==> src/rtl/env_shaper_pkg.sv <==
package env_shaper_pkg;

    typedef enum logic [1:0] {
        ST_MUTE = 2'd0,
        ST_RAMP = 2'd1,
        ST_HOLD = 2'd2
    } env_state_e;

    // bit positions inside the shape code
    localparam int SHP_FREEZE = 0;
    localparam int SHP_ALT    = 1;
    localparam int SHP_ATT    = 2;
    localparam int SHP_CONT   = 3;
    localparam int SHP_W      = 4;

endpackage

==> src/rtl/env_prescaler.sv <==
module env_prescaler #(
    parameter int PERIOD_W  = 16,
    parameter int PRE_SHIFT = 3
) (
    input  logic                clk,
    input  logic                rst_n,
    input  logic                restart,
    input  logic [PERIOD_W-1:0] period,
    output logic                step
);
    localparam int CNT_W = PERIOD_W + PRE_SHIFT;

    logic [CNT_W-1:0]    cnt_q;
    logic [PERIOD_W-1:0] ep_eff;
    logic [CNT_W-1:0]    limit;
    logic                at_limit;

    always_comb begin
        ep_eff   = (period == '0) ? PERIOD_W'(1) : period;
        limit    = {ep_eff, {PRE_SHIFT{1'b0}}} - CNT_W'(1);
        at_limit = (cnt_q >= limit);
        step     = at_limit && !restart;
    end

    always_ff @(posedge clk or negedge rst_n) begin
        if (!rst_n) begin
            cnt_q <= '0;
        end else if (restart || at_limit) begin
            cnt_q <= '0;
        end else begin
            cnt_q <= cnt_q + CNT_W'(1);
        end
    end
endmodule

==> src/rtl/env_sequencer.sv <==
module env_sequencer
    import env_shaper_pkg::*;
#(
    parameter int LEVEL_W = 5
) (
    input  logic               clk,
    input  logic               rst_n,
    input  logic               restart,
    input  logic               start_up,
    input  logic               step,
    input  logic               cfg_cont,
    input  logic               cfg_alt,
    input  logic               cfg_freeze,
    output logic [LEVEL_W-1:0] level,
    output logic               holding
);
    localparam logic [LEVEL_W-1:0] POS_LAST = '1;

    env_state_e         state_q, state_d;
    logic [LEVEL_W-1:0] pos_q, pos_d;
    logic               rising_q, rising_d;

    // next-state logic
    always_comb begin
        state_d  = state_q;
        pos_d    = pos_q;
        rising_d = rising_q;
        if (restart) begin
            state_d  = ST_RAMP;
            pos_d    = '0;
            rising_d = start_up;
        end else if (step) begin
            unique case (state_q)
                ST_RAMP: begin
                    if (pos_q != POS_LAST) begin
                        pos_d = pos_q + LEVEL_W'(1);
                    end else if (!cfg_cont) begin
                        state_d = ST_MUTE;
                    end else if (cfg_freeze) begin
                        state_d = ST_HOLD;
                        if (cfg_alt) rising_d = ~rising_q;
                    end else begin
                        pos_d = '0;
                        if (cfg_alt) rising_d = ~rising_q;
                    end
                end
                ST_HOLD: ;
                ST_MUTE: ;
            endcase
        end
    end

    // state register
    always_ff @(posedge clk or negedge rst_n) begin
        if (!rst_n) begin
            state_q  <= ST_MUTE;
            pos_q    <= '0;
            rising_q <= 1'b0;
        end else begin
            state_q  <= state_d;
            pos_q    <= pos_d;
            rising_q <= rising_d;
        end
    end

    // outputs
    always_comb begin
        unique case (state_q)
            ST_MUTE: begin
                level   = '0;
                holding = 1'b1;
            end
            ST_HOLD: begin
                level   = rising_q ? pos_q : ~pos_q;
                holding = 1'b1;
            end
            ST_RAMP: begin
                level   = rising_q ? pos_q : ~pos_q;
                holding = 1'b0;
            end
            default: begin
                level   = '0;
                holding = 1'b1;
            end
        endcase
    end
endmodule

==> src/rtl/env_shaper.sv <==
module env_shaper
    import env_shaper_pkg::*;
#(
    parameter int HALF_W    = 8,
    parameter int LEVEL_W   = 5,
    parameter int PRE_SHIFT = 3
) (
    input  logic               clk,
    input  logic               rst_n,
    input  logic [HALF_W-1:0]  period_coarse,
    input  logic [HALF_W-1:0]  period_fine,
    input  logic               shape_we,
    input  logic [SHP_W-1:0]   shape_din,
    output logic [LEVEL_W-1:0] level,
    output logic               holding
);
    localparam int PERIOD_W = 2 * HALF_W;

    logic [SHP_W-1:0]    shape_bits_q;
    logic [PERIOD_W-1:0] period;
    logic                step;

    assign period = {period_coarse, period_fine};

    always_ff @(posedge clk or negedge rst_n) begin
        if (!rst_n) begin
            shape_bits_q <= '0;
        end else if (shape_we) begin
            shape_bits_q <= shape_din;
        end
    end

    env_prescaler #(
        .PERIOD_W (PERIOD_W),
        .PRE_SHIFT(PRE_SHIFT)
    ) u_prescaler (
        .clk    (clk),
        .rst_n  (rst_n),
        .restart(shape_we),
        .period (period),
        .step   (step)
    );

    env_sequencer #(
        .LEVEL_W(LEVEL_W)
    ) u_sequencer (
        .clk       (clk),
        .rst_n     (rst_n),
        .restart   (shape_we),
        .start_up  (shape_din[SHP_ATT]),
        .step      (step),
        .cfg_cont  (shape_bits_q[SHP_CONT]),
        .cfg_alt   (shape_bits_q[SHP_ALT]),
        .cfg_freeze(shape_bits_q[SHP_FREEZE]),
        .level     (level),
        .holding   (holding)
    );
endmodule

==> config.mk <==
export PLATFORM = sky130hd
export DESIGN_NAME = env_shaper
export DESIGN_NICKNAME = d
export VERILOG_FILES = /design/src/rtl/env_shaper_pkg.sv /design/src/rtl/env_prescaler.sv /design/src/rtl/env_sequencer.sv /design/src/rtl/env_shaper.sv
export SDC_FILE = /design/constraint.sdc
export NUM_CORES = 1
export LEC_CHECK = 0
export ABC_AREA = 1
export BUFFER_PORTS_ARGS = -buffer_cell sky130_fd_sc_hd__buf_4
export CORE_MARGIN = 1
export CORE_UTILIZATION = 60
export DETAILED_ROUTE_END_ITERATION = 7
export PLACE_DENSITY = 0.83
export SLEW_MARGIN = 20
export SYNTH_ARGS = -nofsm -noshare
export SYNTH_HDL_FRONTEND = slang
export SYNTH_SLANG_ARGS = --single-unit
==> constraint.sdc <==
create_clock -name clk -period 2.7 [get_ports clk]
set_input_delay 0.135 -clock clk [delete_from_list [all_inputs] [get_ports clk]]
set_output_delay 0.135 -clock clk [all_outputs]
set_load 0.01 [all_outputs]
==> reports/summary.txt, run 1 <==
Status = finished clean
Yosys top cell area share = 0.3041
R2r setup slk = 740 ps
Sequential area share after synthesis = 0.3041
Setup Viol. Count Final = 0
Total vias in the final route = 2462
Area used by multi-input combinational logic = 1639 um2
Mapped Cells = 332
Hold Crit Class = in2reg
Final setup skew = 5.273 ps
Largest net degree at the start of global routing = 31
Pre-CTS setup slack = -251.1 ps
Max Cap Viol = 0
Gr ovfl total = 0
Netlist cell types = 33
Initial core utilization = 0.6499
Fill count = 238
Post-synthesis cell area = 2469 um2
TritonCTS Buffers = 5
Slew headroom = 0.7495
Register Area = 750.7 um2
Startpoint type of the worst setup path = input port
Worst flop-to-flop path endpoint = u_sequencer.rising_q$_DFFE_PN0P_
Yosys warning total = 0
Syn avg cell area = 7.436 um2
Min-delay src = shape_din[0]
WS Path Type = in2reg
First-pass GRT wire length = 10090 um
Worst R2R Start = u_prescaler.cnt_q[6]$_DFF_PN0_
Setup TNS = 0 ps
Ports = 29
# nets final = 439
Max Root-Sink Buffers = 2
Max-slew violation count = 0
Chip Width = 66.15 um
Placed instance area = 2942 um2
Fin. Hold Viols = 0
Area leader, netlist = dfrtp_1
Crit path required time = 2910 ps
Final worst-path cycle share = 0.9877
Detailed-route wire length per cell = 14.47 um
Rows = 22
Hold Path End = shape_bits_q[0]$_DFFE_PN0P_
# clock sinks = 30
Final cell area excluding filler cells = 3178 um2
Peak supply drop = 365.7 uV
Slew @ Worst Pin = 375.8 ps
Worst Path Arrival = 2870 ps
Number of global-route vias before repair = 2412
FF-to-FF path depth = 11
Crit path max-delay cell type = ha_1
Hold depth = 3
Maximum clock frequency = 375.0 MHz
Full die area = 4375 um2
CP endpoint kind = register
Die height = 66.15 um
Clk root buf = clkbuf_8
Leak = 0.001528 uW
Worst setup margin = 33.21 ps
Critical Path Fanout Max = 10
Remaining antenna violation count = 0
DP HPWL = 4599 um
Worst-path clk slew = 70 ps
First drt pass iteration count = 6
GPL Wtd Cong = 0.9095
Syn_nets = 376
DRT iter0 DRCs = 171
Total Routing Usage GR = 0.3059
Clk Latency, worst-skew pair = 280 ps
Final wirelength = 6423 um
DR DRC count = 0
Tmin final = 2667 ps
Synthesis-to-finish area growth = 28.74%
CP cell instances = buf_4 -> inv_1 -> nand2_1 -> nor2_2 -> nand3_2 -> nand2_1 -> inv_1 -> ha_2 -> nand3_2 -> buf_6 -> nor3_4 -> nand2_2 -> xor2_2 -> ha_1 -> nand2_2 -> inv_1 -> nand2_1 -> a21oi_1 -> nor2_2 -> nand3_4 -> buf_12 -> nor3b_2
Synth area leaders = dfrtp_1 (30%), nand2_1 (11%), ha_1 (11%)
CTS tree = done
Initial antenna violation count = 0
Register bit total from synthesis = 30
Pwr Density = 377.8 nW/um2
CP peak stage delay = 330 ps
H-tree depth = 2
Vias per inst = 5.545
Port Buffers = 28
Share of layout cells above drive strength 1 = 0.3005
Diodes inserted = 0
Core area = 3799 um2
placed cells by master, fill, tap and decap left out, types with 2 or more instances in the layout:
cell type	n
a21oi_1	11
a31oi_1	2
buf_4	56
buf_6	2
clkbuf_8	6
dfrtp_1	30
ha_1	20
inv_1	34
inv_2	2
nand2_1	69
nand2_2	8
nand2_4	2
nand3_1	14
nand3_2	4
nand3b_1	4
nand4_1	8
nor2_1	38
nor2_2	15
nor2_4	4
nor3_1	9
nor3_2	5
nor3b_2	3
o21ai_0	6
o21ai_1	6
or2_4	2
xnor2_1	7
xor2_1	13
xor2_2	2
flip-flops by register name, summed over array words and instances, names as in the netlist:
signal / cells
u_sequencer.rising_q: 1
u_sequencer.pos_q: 5
shape_bits_q: 3
u_prescaler.cnt_q: 19
u_sequencer.state_q: 2
worst max path at each step:
stage,startpoint,endpoint,slack (ps),cells past startpoint
after floorplan,period_fine[7],u_prescaler.cnt_q[12]$_DFF_PN0_,110,20
after global placement,period_coarse[1],u_prescaler.cnt_q[14]$_DFF_PN0_,-100,22
after detailed placement,period_coarse[3],u_sequencer.rising_q$_DFFE_PN0P_,-250,24
after CTS,period_coarse[3],u_sequencer.rising_q$_DFFE_PN0P_,50,24
after global routing,period_fine[2],u_sequencer.rising_q$_DFFE_PN0P_,-140,24
final,period_fine[2],u_prescaler.cnt_q[14]$_DFF_PN0_,30,22
synth_stat cells, drive strengths merged:
| cell type | n |
|---|---|
| nor4 | 1 |
| o21ai | 12 |
| inv | 36 |
| a31oi | 2 |
| nor3 | 15 |
| xor2 | 15 |
| nor3b | 3 |
| nand3 | 19 |
| a21oi | 11 |
| and3 | 1 |
| or2 | 2 |
| clkbuf | 2 |
| buf | 3 |
| dfrtp | 30 |
| o21bai | 1 |
| nand4 | 8 |
| nand3b | 4 |
| nand2 | 79 |
| o31ai | 1 |
| ha | 21 |
| a21o | 1 |
| xnor2 | 8 |
| nor2 | 57 |
through the flow:
stage                     total power [uW]  hold WS [ps]  utilization  cells
after global placement               799.5         78.43       0.7744    433
after floorplan                      657.4        -160.6            -    332
after CTS                             1186         50.71       0.8020    442
final                                 1201         51.95       0.8366    444
after detailed placement             809.5         77.33       0.7744    433
after global routing                  1272         63.40       0.8366    444
layer usage:
layer  share of wire  routed length [um]  vias up  global-route usage
li1                -                   -     1203                   -
met1            0.39                2517     1166              0.3496
met2            0.52                3366       66              0.5599
met3           0.050                 322       27             0.06724
met4           0.034                 216        0             0.09574
met5               0                   0        -                   0
report_power, final:
group	internal, uW	switching, uW
Sequential	472	26.9
Clock	204	173
Combinational	156	168
Total	832	368
critical path, delay by kind of cell:
kind                     cells  cell delay (ps)
AND/OR/NAND/NOR             12             1390
XOR/XNOR                     1              170
buffers and inverters        6              570
AO/OA/AOI/OAI                1               90
adder cells (fa/ha/maj)      2              510
what timing repair did:
item                                    CTS  global route
endpoints found under the setup margin    0            27
setup buffers                             0             1
gates resized for setup                   0            26
endpoints found under the hold margin    30             0
hold buffers                              1             0
cell type report:
| type | instances | area share |
|---|---|---|
| Multi-Input combinational cell | 261 | 0.5157 |
| Inverter | 36 | 0.04252 |
| Sequential cell | 30 | 0.2362 |
| Clock buffer | 6 | 0.02598 |
| Tap cell | 48 | 0.01890 |
| Clock inverter | 2 | 0.003937 |
| Timing Repair Buffer | 61 | 0.1567 |
cells by family after synthesis:
kind of cell    share of synthesized area
simple gates                       0.3751
buf+inv                           0.06893
flops                              0.3041
compound gates                    0.06082
xor+xnor                          0.08465
fa+ha+maj                          0.1064
No activity file was read; power rests on OpenSTA's default activity.
==> run 2: changes to the inputs <==
--- a/config.mk
+++ b/config.mk
@@ -8,9 +8,9 @@
 export ABC_AREA = 1
 export BUFFER_PORTS_ARGS = -buffer_cell sky130_fd_sc_hd__buf_4
 export CORE_MARGIN = 1
-export CORE_UTILIZATION = 60
+export CORE_UTILIZATION = 50
 export DETAILED_ROUTE_END_ITERATION = 7
-export PLACE_DENSITY = 0.83
+export PLACE_DENSITY = 0.71
 export SLEW_MARGIN = 20
 export SYNTH_ARGS = -nofsm -noshare
 export SYNTH_HDL_FRONTEND = slang
==> run 2 against run 1 <==
Effect of this change:
- total power shrank 4.1%
- clock skew grew 0.74 ps
- hold slack gained 20 ps
- non-clock buffer count grew 5
==> reports/summary.txt, run 2 (synthesized netlist as in run 1, its figures left out) <==
Hold Crit Class = in2reg (unchanged)
Placed insts = 456 (was 433)
Final cell area excluding filler cells = 3224 um2 (was 3178 um2)
Placed instance area = 2983 um2 (was 2942 um2)
Hold depth = 3 (unchanged)
DRT iter0 DRCs = 90 (was 171)
Initial core utilization = 0.5226 (was 0.6499)
DP HPWL = 4469 um (was 4599 um)
Total vias in the final route = 2424 (was 2462)
CTS tree = done (unchanged)
Pwr Total = 1151 uW (was 1201 uW)
Max Cap Viol = 0 (unchanged)
Crit path required time = 2860 ps (was 2910 ps)
Final setup skew = 6.010 ps (was 5.273 ps)
Total Routing Usage GR = 0.2388 (was 0.3059)
WS Path Type = in2reg (unchanged)
Full die area = 5222 um2 (was 4375 um2)
Hold Path End = shape_bits_q[3]$_DFFE_PN0P_ (was shape_bits_q[0]$_DFFE_PN0P_)
Ports = 29 (unchanged)
Pwr Density = 357.0 nW/um2 (was 377.8 nW/um2)
Leak = 0.001530 uW (was 0.001528 uW)
Leading registers by flop count = u_prescaler.cnt_q x19, u_sequencer.pos_q x5, shape_bits_q x3 (unchanged)
Fin util = 0.6826 (was 0.8366)
CP endpoint kind = register (unchanged)
Port Buffers = 28 (unchanged)
# nets final = 444 (was 439)
Synthesis-to-finish area growth = 30.61% (was 28.74%)
GPL Wtd Cong = 0.9038 (was 0.9095)
Largest net degree at the start of global routing = 31 (unchanged)
Detailed-route wire length per cell = 12.56 um (was 14.47 um)
Worst R2R Start = u_prescaler.cnt_q[6]$_DFF_PN0_ (unchanged)
FF-to-FF path depth = 11 (unchanged)
TritonCTS Buffers = 5 (unchanged)
R2r setup slk = 710 ps (was 740 ps)
Initial antenna violation count = 0 (unchanged)
Remaining antenna violation count = 0 (unchanged)
Final worst-path cycle share = 0.9390 (was 0.9877)
Max-slew violation count = 0 (unchanged)
Setup Viol. Count Final = 0 (unchanged)
Tmin final = 2535 ps (was 2667 ps)
Gr ovfl total = 0 (unchanged)
H-tree depth = 2 (unchanged)
Most frequent cells in the layout = nand2_1 (71), buf_4 (60), nor2_1 (38) (was nand2_1 (69), buf_4 (56), nor2_1 (38))
Worst Path Arrival = 2700 ps (was 2870 ps)
Share of layout cells above drive strength 1 = 0.2975 (was 0.3005)
Vias per inst = 5.191 (was 5.545)
Chip Width = 72.27 um (was 66.15 um)
Max reg flops = 19 (unchanged)
Rows = 25 (was 22)
Startpoint type of the worst setup path = input port (unchanged)
Finished Layout Cells = 467 (was 444)
Worst flop-to-flop path endpoint = u_sequencer.rising_q$_DFFE_PN0P_ (unchanged)
Fin. Hold Viols = 0 (unchanged)
Status = finished clean (unchanged)
Commonest non-fill, non-tap cell in the layout = nand2_1 (unchanged)
First drt pass iteration count = 5 (was 6)
# clock sinks = 30 (unchanged)
Max Root-Sink Buffers = 2 (unchanged)
First-pass GRT wire length = 9818 um (was 10090 um)
Min-delay src = shape_din[3] (was shape_din[0])
DR DRC count = 0 (unchanged)
Worst-path clk slew = 60 ps (was 70 ps)
Slew headroom = 0.7203 (was 0.7495)
Maximum clock frequency = 394.4 MHz (was 375.0 MHz)
Core area = 4723 um2 (was 3799 um2)
Clk Latency, worst-skew pair = 270 ps (was 280 ps)
Clk root buf = clkbuf_8 (unchanged)
Critical Path Fanout Max = 7 (was 10)
Number of global-route vias before repair = 2380 (was 2412)
Slew @ Worst Pin = 416.4 ps (was 375.8 ps)
Peak supply drop = 434.1 uV (was 365.7 uV)
Die height = 72.27 um (was 66.15 um)
Diodes inserted = 0 (unchanged)
Reg with most FFs = u_prescaler.cnt_q (unchanged)
Final wirelength = 5865 um (was 6423 um)
[run 2: cell types whose count changed in the layout (fill, tap and decap cells not counted), moves of 2 or more]
| cell | change |
|---|---|
| buf_4 | +4 |
| nand3_2 | -2 |
| nand2_2 | -2 |
| clkbuf_1 | +2 |
| nand2_1 | +2 |
[run 2: area by class of cell]
cell class / instances / area, um2
sequential: 30 / 750.7
clock buffer: 7 / 76.32
multi-input combinational: 261 / 1644
tap: 67 / 83.83
timing repair buffer: 66 / 534.3
inverter: 36 / 135.1
fill: 404 / 1499
[run 2: critical path, stage by stage]
cell     delay (ps)
buf_4           110
or2_4           250
nor2_4          100
nand3_2          70
nand2_2          80
inv_1            40
ha_2            200
nand3_4          90
buf_6           110
nor3_4           40
buf_4           130
xnor2_1         130
ha_1            280
nand2_1          60
nor2_2          120
nand3_2         110
nor2_2          120
nor2_2           70
nand3_4         160
buf_6           120
nand3_1          50
nand2_1          70
nand2_1          60
[run 2: metal layers]
| metal | wire, um | global-route usage | vias to the layer above |
|---|---|---|---|
| li1 | - | - | 1215 |
| met1 | 2465 | 0.2783 | 1110 |
| met2 | 2959 | 0.4382 | 76 |
| met3 | 227 | 0.03194 | 23 |
| met4 | 213 | 0.1002 | 0 |
| met5 | 0 | 0 | - |
[run 2: per-stage QoR]
step / worst slack (ps) / TNS, ps / hold WS, ps
5_1_grt: -29.30 / -44.07 / 68.94
3_5_place_dp: -175.9 / -3927 / 85.67
3_3_place_gp: -84.27 / -1643 / 86.15
6_report: 164.7 / 0 / 71.52
2_1_floorplan: 112.7 / 0 / -160.6
4_1_cts: 109.7 / 0 / 64.89
[run 2: where the power goes]
group,internal [uW],leakage (uW),total (uW),switching [uW]
logic,158,0.00109,321,163
registers,472,0.000403,497,25.2
clock network,177,0.0000383,333,156
[run 2: how the worst max path moves through the flow]
stage	startpoint	to	depth (start not counted)
floorplan	period_fine[7]	u_prescaler.cnt_q[12]$_DFF_PN0_	20
global placement	period_coarse[5]	u_prescaler.cnt_q[16]$_DFF_PN0_	22
detailed placement	period_coarse[5]	u_prescaler.cnt_q[18]$_DFF_PN0_	22
CTS	period_coarse[5]	u_sequencer.pos_q[1]$_DFFE_PN0P_	23
global route	period_fine[5]	u_sequencer.rising_q$_DFFE_PN0P_	23
finish	period_fine[5]	u_sequencer.rising_q$_DFFE_PN0P_	23
[run 2: timing repair]
action,4_1_cts,5_1_grt
hold endpoints to repair,30,0
setup endpoints to repair,0,27
resized for setup,0,29
setup buffers,0,2
hold buffers,1,0
==> run 3: changes to the inputs <==
--- a/config.mk
+++ b/config.mk
@@ -5,12 +5,12 @@
 export SDC_FILE = /design/constraint.sdc
 export NUM_CORES = 1
 export LEC_CHECK = 0
-export ABC_AREA = 1
+export ABC_AREA = 0
 export BUFFER_PORTS_ARGS = -buffer_cell sky130_fd_sc_hd__buf_4
 export CORE_MARGIN = 1
 export CORE_UTILIZATION = 50
 export DETAILED_ROUTE_END_ITERATION = 7
-export PLACE_DENSITY = 0.71
+export PLACE_DENSITY = 0.72
 export SLEW_MARGIN = 20
 export SYNTH_ARGS = -nofsm -noshare
 export SYNTH_HDL_FRONTEND = slang
==> run 3 against run 2 <==
Effect of this change:
- the flow now finishes with violations (setup timing)
- flip-flop and latch count stayed put
- combinational power rose by 16%
- clock power is 37% higher
- non-clock buffer count up 1
- synthesized area is 13% lower
- cell count fell by 21%
- register-to-register slack got worse by 230 ps
- first-iteration DRC count shrank 17%
- maximum frequency fell by 14%
- critical path type unchanged
- highest routed layer unchanged
==> reports/summary.txt, run 3 <==
Yosys warning total = 0 (unchanged)
Mapped Cells = 248 (was 332)
Diodes inserted = 0 (unchanged)
Register bit total from synthesis = 30 (unchanged)
First-pass GRT wire length = 8597 um (was 9818 um)
Detailed-route wire length per cell = 13.95 um (was 12.56 um)
Peak supply drop = 469.3 uV (was 434.1 uV)
Netlist cell types = 37 (was 33)
Commonest non-fill, non-tap cell in the layout = buf_4 (was nand2_1)
CP Buf/Inv Count = 2 (was 5)
Cell depth of the worst setup path = 17 (was 23)
Syn_nets = 292 (was 376)
Port Buffers = 28 (unchanged)
GPL Wtd Cong = 0.8129 (was 0.9038)
Worst Path Arrival = 3110 ps (was 2700 ps)
Share of layout cells above drive strength 1 = 0.2915 (was 0.2975)
Initial antenna violation count = 0 (unchanged)
Maximum clock frequency = 340.2 MHz (was 394.4 MHz)
Failing checks = setup timing
CP peak stage delay = 530 ps (was 280 ps)
CP delay by family, top = simple AND/OR/NAND/NOR gates (unchanged)
Post-synth top cells = nor2_1 (38), dfrtp_1 (30), nand2_1 (22) (was nand2_1 (73), nor2_1 (48), inv_1 (34))
DRT iter0 DRCs = 75 (was 90)
R2r setup slk = 480 ps (was 710 ps)
Metal1 wirelength = 2356 um (was 2465 um)
Yosys top cell area share = 0.3501 (was 0.3041)
Worst setup margin = -239.3 ps (was 164.7 ps)
Leading registers by flop count = u_prescaler.cnt_q x19, u_sequencer.pos_q x5, shape_bits_q x3 (unchanged)
Crit path required time = 2870 ps (was 2860 ps)
Hold slack = 75.57 ps (was 71.52 ps)
Post-synth EDFFs = 0 (unchanged)
Initial core utilization = 0.5285 (was 0.5226)
Remaining antenna violation count = 0 (unchanged)
Total Routing Usage GR = 0.2553 (was 0.2388)
Top FF cell, synth = dfrtp_1 (unchanged)
Final wirelength = 5146 um (was 5865 um)
CTS tree = done (unchanged)
Chip Width = 67.49 um (was 72.27 um)
FF-to-FF path depth = 6 (was 11)
Area leader, netlist = dfrtp_1 (unchanged)
CP endpoint kind = register (unchanged)
Startpoint type of the worst setup path = input port (unchanged)
Synthesis-to-finish area growth = 37.16% (was 30.61%)
First drt pass iteration count = 4 (was 5)
Number of global-route vias before repair = 1972 (was 2380)
Rows = 23 (was 25)
Worst-path clk slew = 60 ps (about the same)
Placed insts = 351 (was 456)
Clk root buf = clkbuf_8 (unchanged)
Min-delay src = shape_din[2] (was shape_din[3])
Slew headroom = 0.5349 (was 0.7203)
Vias per inst = 5.504 (was 5.191)
Hold depth = 3 (unchanged)
Leak = 0.001390 uW (was 0.001530 uW)
Tmin final = 2939 ps (was 2535 ps)
Sequential area share after synthesis = 0.3501 (was 0.3041)
# nets final = 362 (was 444)
Post-synthesis cell area = 2145 um2 (was 2469 um2)
Die height = 67.49 um (was 72.27 um)
Synth area leaders = dfrtp_1 (35%), ha_1 (12%), xor2_1 (6.9%) (was dfrtp_1 (30%), nand2_1 (11%), ha_1 (11%))
Max-slew violation count = 0 (unchanged)
Met2 wire len = 2478 um (was 2959 um)
Max Root-Sink Buffers = 2 (unchanged)
Metal3 WL = 232 um (was 227 um)
DP HPWL = 3602 um (was 4469 um)
Max Cap Viol = 0 (unchanged)
Status = finished with violations (was finished clean)
H-tree depth = 2 (unchanged)
Worst R2R Start = u_sequencer.pos_q[0]$_DFFE_PN0P_ (was u_prescaler.cnt_q[6]$_DFF_PN0_)
Final setup skew = 8.771 ps (was 6.010 ps)
Final worst-path cycle share = 1.089 (was 0.9390)
Full die area = 4555 um2 (was 5222 um2)
Count leader, synth = nor2_1 (was nand2_1)
Gr ovfl total = 0 (unchanged)
Clk Latency, worst-skew pair = 290 ps (was 270 ps)
TritonCTS Buffers = 5 (unchanged)
Hold Crit Class = in2reg (unchanged)
Reg with most FFs = u_prescaler.cnt_q (unchanged)
DR DRC count = 0 (unchanged)
Pwr Density = 465.7 nW/um2 (was 357.0 nW/um2)
Async S/R FF share, synth = 1.000 (unchanged)
Most frequent cells in the layout = buf_4 (61), nor2_1 (35), dfrtp_1 (30) (was nand2_1 (71), buf_4 (60), nor2_1 (38))
Core area = 4058 um2 (was 4723 um2)
Syn avg cell area = 8.647 um2 (was 7.436 um2)
Max reg flops = 19 (unchanged)
CP cell instances = buf_4 -> or4_4 -> nor3_4 -> nor2_2 -> ha_2 -> nand2_4 -> nor2_4 -> nand2_2 -> nor4_2 -> xnor2_1 -> ha_1 -> a21o_1 -> a211o_1 -> a41oi_4 -> buf_6 -> nand3_4 -> a32o_1 (was buf_4 -> or2_4 -> nor2_4 -> nand3_2 -> nand2_2 -> inv_1 -> ha_2 -> nand3_4 -> buf_6 -> nor3_4 -> buf_4 -> xnor2_1 -> ha_1 -> nand2_1 -> nor2_2 -> nand3_2 -> nor2_2 -> nor2_2 -> nand3_4 -> buf_6 -> nand3_1 -> nand2_1 -> nand2_1)
Slew @ Worst Pin = 692.3 ps (was 416.4 ps)
Critical Path Fanout Max = 6 (was 7)
Finished Layout Cells = 369 (was 467)
Setup Viol. Count Final = 27 (was 0)
Critical path launch point = period_coarse[5] (was period_fine[5])
Unrepaired setup endpoints after global routing = true
Ports = 29 (unchanged)
DR top layer = met4 (unchanged)
Total vias in the final route = 2031 (was 2424)
# clock sinks = 30 (unchanged)
Pre-CTS setup slack = -742.8 ps (was -175.9 ps)
Largest net degree at the start of global routing = 31 (unchanged)
Crit path max-delay cell type = or4_4 (was ha_1)
Fin. Hold Viols = 0 (unchanged)
WS Path Type = in2reg (unchanged)
run 3: cell count changes in the layout (fill, tap and decap cells not counted), sizes merged, moves of 4 or more:
cell / previous run / this run
nand2: 79 / 22
inv: 36 / 11
nor2: 57 / 39
a31oi: 2 / 7
xnor2: 8 / 13
and3: 1 / 5
nand3: 19 / 15
nor3: 15 / 11
run 3: layout make-up:
cell class,instances,area [um2]
Multi-Input combinational cell,203,1449
Fill cell,322,1116
Sequential cell,30,750.7
Timing Repair Buffer,67,528.0
Clock buffer,6,72.57
Tap cell,50,62.56
Inverter,11,41.29
Clock inverter,2,37.54
run 3: logic make-up after synthesis:
group	count (synthesis)	share of synthesized area
xor gates and xnor gates	30	0.1225
buffers and inverters	16	0.03209
DFF	30	0.3501
AOI/OAI and AO/OA	35	0.1015
adders and majority gates	21	0.1225
muxes	6	0.02975
and+or+nand+nor	110	0.2415
run 3: timing repair:
item	4_1_cts	5_1_grt
resized for setup	10	6
cloned	1	0
endpoints found under the setup margin	27	27
setup buffers	6	2
endpoints found under the hold margin	30	0
hold buffers	1	0
pin swaps	9	1
run 3: metrics by stage:
stage	TNS [ps]	power, uW	util	cell area [um2]
2_1_floorplan	-6180	718.0	-	2197
3_3_place_gp	-15550	876.1	0.6565	2664
3_5_place_dp	-18960	887.2	0.6565	2664
4_1_cts	-4178	1354	0.7101	2882
5_1_grt	-9035	1442	0.7249	2942
6_report	-4532	1370	0.7249	2942
run 3: worst paths after layout:
path,end
min in group asynchronous,u_sequencer.pos_q[2]$_DFFE_PN0P_
worst min register to register,u_prescaler.cnt_q[0]$_DFF_PN0_
max in group asynchronous,u_sequencer.pos_q[4]$_DFFE_PN0P_
worst min-delay path,u_sequencer.rising_q$_DFFE_PN0P_
worst max-delay path,u_sequencer.pos_q[1]$_DFFE_PN0P_
worst max register to register,u_sequencer.pos_q[3]$_DFFE_PN0P_
run 3: per-layer routing:
metal | GRT usage | vias up
met1 | 0.3156 | 940
li1 | - | 1021
met3 | 0.04899 | 10
met5 | 0 | -
met4 | 0.07979 | 0
met2 | 0.4431 | 60
run 3: tightest hold or removal path, cell delays in order:
cell     delay [ps]
buf_4            80
nand2_1          40
nand3_1          70
run 3: report_power, final:
group / switching (uW) / internal (uW) / total (uW)
clock network: 181 / 275 / 456
logic: 177 / 194 / 371
registers: 54.0 / 489 / 543
